==> src/rtl/twi_regbank_slave.sv <==
module twi_regbank_slave #(
  parameter logic [6:0] DEV_ADDR = 7'h6E,
  parameter int NUM_REGS = 64,
  parameter int RST_REG  = 18,
  parameter int RST_BIT  = 7,
  parameter int RO_FIRST = 28,
  parameter int RO_LAST  = 29
) (
  input  logic                  clk,
  input  logic                  rst_n,
  input  logic                  scl_i,
  input  logic                  sda_i,
  output logic                  sda_oe,
  output logic [NUM_REGS*8-1:0] regs_o
);

  localparam int IW = (NUM_REGS > 1) ? $clog2(NUM_REGS) : 1;
  localparam logic [8:0] NREG9 = 9'(NUM_REGS);
  localparam logic [7:0] RO_A = 8'(RO_FIRST);
  localparam logic [7:0] RO_B = 8'(RO_LAST);
  localparam logic [7:0] RST_A = 8'(RST_REG);

  typedef enum logic [2:0] {S_IDLE, S_RX, S_ACK, S_TX, S_MACK} st_t;
  typedef enum logic [1:0] {P_DEV, P_REG, P_DAT} ph_t;

  function automatic logic [7:0] dflt(input int idx);
    return 8'(((idx * 37) + 11) % 128);
  endfunction

  logic [2:0] scl_sh, sda_sh;
  st_t        state;
  ph_t        phase;
  logic [3:0] bitcnt;
  logic [7:0] shreg, ptr;
  logic       rw, mack;
  logic [7:0] regs [NUM_REGS];

  always_ff @(posedge clk or negedge rst_n)
    if (!rst_n) begin
      scl_sh <= 3'b111;
      sda_sh <= 3'b111;
    end else begin
      scl_sh <= {scl_sh[1:0], scl_i};
      sda_sh <= {sda_sh[1:0], sda_i};
    end

  wire scl_s    = scl_sh[1];
  wire sda_s    = sda_sh[1];
  wire scl_rise = scl_sh[1] & ~scl_sh[2];
  wire scl_fall = ~scl_sh[1] & scl_sh[2];
  wire start_c  = scl_sh[1] & scl_sh[2] & sda_sh[2] & ~sda_sh[1];
  wire stop_c   = scl_sh[1] & scl_sh[2] & ~sda_sh[2] & sda_sh[1];

  wire [7:0] rx_byte = {shreg[6:0], sda_s};
  wire       ptr_ok  = {1'b0, ptr} < NREG9;
  wire       ptr_ro  = (ptr >= RO_A) && (ptr <= RO_B);
  wire [7:0] rd_byte = ptr_ok ? regs[ptr[IW-1:0]] : 8'h00;

  logic wr_en, wr_ok, soft_rst, idle_w;
  assign wr_en    = (state == S_RX) && scl_rise && (bitcnt == 4'd7) && (phase == P_DAT)
                    && !start_c && !stop_c;
  assign wr_ok    = wr_en && ptr_ok && !ptr_ro;
  assign soft_rst = wr_ok && (ptr == RST_A) && rx_byte[RST_BIT];
  assign idle_w   = (state == S_IDLE);

  for (genvar g = 0; g < NUM_REGS; g++) begin : g_reg
    always_ff @(posedge clk or negedge rst_n)
      if (!rst_n)                          regs[g] <= dflt(g);
      else if (soft_rst)                   regs[g] <= dflt(g);
      else if (wr_ok && ptr == 8'(g))      regs[g] <= rx_byte;
    assign regs_o[g*8 +: 8] = regs[g];
  end

  always_ff @(posedge clk or negedge rst_n)
    if (!rst_n) begin
      state  <= S_IDLE;
      phase  <= P_DEV;
      bitcnt <= '0;
      shreg  <= '0;
      ptr    <= '0;
      rw     <= 1'b0;
      mack   <= 1'b0;
      sda_oe <= 1'b0;
    end else if (start_c) begin
      state  <= S_RX;
      phase  <= P_DEV;
      bitcnt <= '0;
      sda_oe <= 1'b0;
    end else if (stop_c) begin
      state  <= S_IDLE;
      sda_oe <= 1'b0;
    end else begin
      case (state)
        S_RX: begin
          if (scl_rise) begin
            shreg <= rx_byte;
            if (bitcnt == 4'd7) begin
              bitcnt <= 4'd8;
              case (phase)
                P_DEV: begin
                  if (rx_byte[7:1] == DEV_ADDR) begin
                    rw    <= rx_byte[0];
                    phase <= P_REG;
                  end else begin
                    state <= S_IDLE;
                  end
                end
                P_REG: begin
                  ptr   <= rx_byte;
                  phase <= P_DAT;
                end
                default: ptr <= ptr + 8'd1;
              endcase
            end else if (bitcnt < 4'd7) begin
              bitcnt <= bitcnt + 4'd1;
            end
          end else if (scl_fall && bitcnt == 4'd8) begin
            state  <= S_ACK;
            sda_oe <= 1'b1;
            bitcnt <= '0;
          end
        end
        S_ACK: begin
          if (scl_fall) begin
            if (rw) begin
              state  <= S_TX;
              shreg  <= rd_byte;
              sda_oe <= ~rd_byte[7];
              ptr    <= ptr + 8'd1;
              bitcnt <= '0;
            end else begin
              state  <= S_RX;
              sda_oe <= 1'b0;
            end
          end
        end
        S_TX: begin
          if (scl_rise) begin
            bitcnt <= bitcnt + 4'd1;
          end else if (scl_fall) begin
            if (bitcnt == 4'd8) begin
              sda_oe <= 1'b0;
              state  <= S_MACK;
            end else begin
              shreg  <= {shreg[6:0], 1'b0};
              sda_oe <= ~shreg[6];
            end
          end
        end
        S_MACK: begin
          if (scl_rise) begin
            mack <= ~sda_s;
          end else if (scl_fall) begin
            if (mack) begin
              state  <= S_TX;
              shreg  <= rd_byte;
              sda_oe <= ~rd_byte[7];
              ptr    <= ptr + 8'd1;
              bitcnt <= '0;
            end else begin
              state <= S_IDLE;
            end
          end
        end
        default: begin
          sda_oe <= 1'b0;
        end
      endcase
    end

  wire unused_ok = scl_s;

endmodule

==> config.mk <==
export PLATFORM = sky130hd
export DESIGN_NAME = twi_regbank_slave
export DESIGN_NICKNAME = d
export VERILOG_FILES = /design/src/rtl/twi_regbank_slave.sv
export SDC_FILE = /design/constraint.sdc
export NUM_CORES = 1
export LEC_CHECK = 0
export ABC_AREA = 1
export ABC_CLOCK_PERIOD_IN_PS = 3600
export BUFFER_PORTS_ARGS = -buffer_cell sky130_fd_sc_hd__clkbuf_2
export CORE_MARGIN = 5
export CORE_UTILIZATION = 35
export DETAILED_ROUTE_END_ITERATION = 8
export SLEW_MARGIN = 5
export SYNTH_ARGS = -nofsm -noshare
export SYNTH_HDL_FRONTEND = slang
export SYNTH_SLANG_ARGS = --single-unit
==> constraint.sdc <==
create_clock -name clk -period 3.6 [get_ports clk]
set_input_delay 0.18 -clock clk [delete_from_list [all_inputs] [get_ports clk]]
set_output_delay 0.18 -clock clk [all_outputs]
set_load 0.02 [all_outputs]
==> out/summary.md <==
The run finished with clean final reports. The logs give 3198 for the post-synthesis net count and 100 for the number of standard-cell rows in the floorplan. After detailed routing, the number of remaining DRC violations is 0. Routability-driven placement finished with a final weighted congestion of 0.911. After synthesis, the largest family of logic cells by area is compound AO/OA/AOI/OAI gates.

For the worst-skew pair, the clock arrives at the later sink with an insertion delay of 650 ps. Share of the synthesized area in the top cell type: 30.1%. The number of clock buffers added by TritonCTS is 61. Across all setup checks in the final design, the least slack found is 558 ps. The run gives 53.0% as the share of the yosys chip area belonging to registers.

The vias after detailed routing was 26000. Number of DRC markers after the initial detailed-route iteration: 2621. The average wire length per cell after detail routing was 25.9 um.

In this run the cell area measured after placement is 30200 um^2. Buffers placed on the I/O ports in this run total 516. The wire length after detailed routing came out at 122000 um. Once detailed placement completed, the half-perimeter wirelength came to 86300 um. The initial antenna violation count was 2. After clock tree synthesis, the clock-pin slew on the worst setup and hold paths is 60 ps. The core region is 74400 um^2. After Yosys synthesis, and, or, nand and nor cells account for 16.4% of the synthesized area.

The logs give 32 for the number of unique standard cell types used by synthesis and 0 for the number of setup violations in the final report. Measured against the total synthesized area, the mux share comes to 0.129%. Across the run, the number of max-cap violations was 0. Leaving out filler cells and counting taps, the final layout contains 4701. The tools report the initial standard-cell utilization of the core as 35.3%. The class of the most critical setup path was reg2reg. Dividing the detail-routed via count by the number of cells gives 5.54. The logs give 0 for the number of warnings issued by yosys and 6 for the total iterations of the first detailed-routing run. For this run, the post-layout net count is 3690.

Cells with a size suffix above 1 make up 26.6% of the layout. After global routing the overflow that remains totals 0. In the synthesized netlist, the number of instances is 3187. Setup repair after global routing left no endpoint under its margin. The clock period could shrink to 3040 ps. The min-delay analysis places its worst path in the category in2reg. The first global-routing pass estimated 177000 um of wire. The post-route total power came out at 20.8 mW. Across all hold checks on the routed design, the worst slack comes to 196 ps. Number of sinks handled by clock tree synthesis: 545. The tools report the clock skew as 34.6 ps. The floorplan step set the die height to 284 um. The number of nets still failing antenna checks after routing was 0.

The sort of element at the start of the critical path is a flip-flop. The worst-case IR drop observed on VDD is 0.800 mV. The H-tree depth reported by CTS was 2; the arithmetic-cell share of the synthesized area counting full adders, half adders and majority gates was 0.333%. The relative slew slack came out at 29.8%. CTS root buffer: clkbuf_16. The final total negative setup slack was 0 ps. The number of antenna diodes in the final layout is 0.

No sink is reached through more buffers than the 3 on the longest clock path. The total instance count after detailed placement came out at 4582. The number of endpoints with negative hold slack in the final report is 0, and the average size of a mapped cell is 8.25 um^2. In this run the cell area of the synthesized design comes to 26300 um^2. Prior to clock tree synthesis, the placed netlist has a worst setup slack of 566 ps. For the worst setup path, the data arrival time is 3620 ps.

The xor and xnor fraction of the mapped netlist area was 0.133%; the leakage power total was 17.5 nW. TritonCTS built the clock tree. The die is 284 um wide. The tools report the post-route cell area as 32200 um^2. The number of post-CTS setup repair buffers is 0, and the area growth from synthesis to layout is 22.5%. The all-layer global routing usage is 28.9%, and the post-synthesis compound-gate area fraction is 19.6%. The run gives 0 as the count of pins over their slew limit.

The post-synthesis sequential element count works out to 545. The via count of the first global-routing pass was 25100. The highest attainable clock frequency is 329 MHz.

517 I/O pins were placed. For the cts-stage hold buffer count, the log shows 3. Biggest area consumer among synthesized cells: dfrtp_1.

The post-route core utilization is 43.2%, and the transition time at the pin with the least slew margin is 1050 ps. After synthesis, the cell types taking the most area are dfrtp_1, dfstp_2, o22ai_1, nand2_1, inv_1. Power spread over the standard cell area amounts to 646 nW/um^2. For the worst setup path, the data required time is 4180 ps. Once the clock tree was built, the resizer swapped 0 gates to a different size. Fraction of the cycle the final worst path needs: 84.5%. The type of destination of the critical path was a flip-flop. In this run the worst path has a maximum fanout of 15.

The floorplan die area is 80700 um^2, and the pin count of the biggest net entering global routing is 203.
[placed cells by master (no fill, tap or decap), types with 2 or more instances in the layout]
cell / n
nand2_2: 37
inv_2: 4
nor2_1: 260
nand2_1: 621
nor2_4: 3
dfstp_2: 229
inv_1: 483
o21ai_1: 2
buf_12: 17
nor2_2: 8
inv_4: 2
buf_4: 82
xor2_1: 4
dfrtp_4: 2
nand4_1: 4
ha_1: 7
o21ai_0: 272
dfrtp_1: 314
clkbuf_2: 515
clkinv_2: 7
clkinvlp_4: 3
clkinv_1: 2
nor3_1: 8
nand3_1: 124
clkbuf_1: 28
o22ai_1: 415
clkbuf_8: 12
clkbuf_16: 62
dlygate4sd3_1: 3
a21oi_1: 97
mux2_2: 3
o211ai_1: 91
[report_power, final]
group	leakage [nW]	switching (mW)	total, mW	internal [mW]
sequential	6.75	0.173	6.43	6.25
combinational	9.85	6.14	8.15	2.01
clock	0.945	2.71	6.22	3.51
total	17.5	9.03	20.8	11.8
[Yosys cell counts, drive strengths merged]
cell type and n:
nor2 271, xor2 4, nand4 4, o21ai 274, dfrtp 316, a21oi 97
o22ai 415, ha 7, nand2 658, nor4 1, inv 488, or2 1
o211ai 91, clkbuf 98, a31oi 1, clkinv 3, nor3 8, nand3b 1
buf 91, mux2 3, o221ai 1, nand3 125, dfstp 229
[kinds of logic after synthesis]
family          after synthesis
compound gates              879
xor+xnor                      4
buf+inv                     680
flops                       545
simple gates               1069
mux                           3
fa+ha+maj                     7
[state kept, by name, indices dropped and copies added, names as in the netlist]
name	count
ptr	8
state	3
phase	2
sda_oe	1
bitcnt	4
mack	1
regs_o	512
shreg	7
sda_sh	3
rw	1
scl_sh	3
[final timing paths]
check | from | endpoint | slack [ps] | cells after the start
worst max-delay path | state[2] | regs_o[432] | 560 | 11
worst min-delay path | scl_i | scl_sh[0] | 200 | 2
worst max register to register | state[2] | regs_o[432] | 560 | 11
worst min register to register | sda_sh[0] | sda_sh[1] | 380 | 0
max in group asynchronous | rst_n | regs_o[288] | 2350 | 3
min in group asynchronous | rst_n | regs_o[421] | 210 | 2
[final cells by class]
type | count | area, um^2
Clock buffer | 102 | 1820
Multi-Input combinational cell | 1962 | 9670
Clock inverter | 14 | 135
Inverter | 491 | 1850
Fill cell | 7600 | 42300
Sequential cell | 545 | 13900
Timing Repair Buffer | 618 | 3580
Tap cell | 969 | 1210
[routing by layer]
layer,vias up,share of wire (%),global-route usage (%)
met5,-,0,0
met4,0,3.9,9.80
met3,240,9.2,6.47
met2,1387,46,46.7
met1,12800,41,38.7
li1,11600,-,-
[worst max-delay path, cell delays in order (launching register included)]
cell and delay (ps):
dfrtp_1 410, nor2_4 160, nand2_1 160, nor2_2 180
nand2_1 120, clkinv_1 90, nand3b_4 130, nor2_2 610
nand2_1 550, nand2_1 380, o22ai_1 120, inv_1 80
Power figures use the tool's default switching activity.
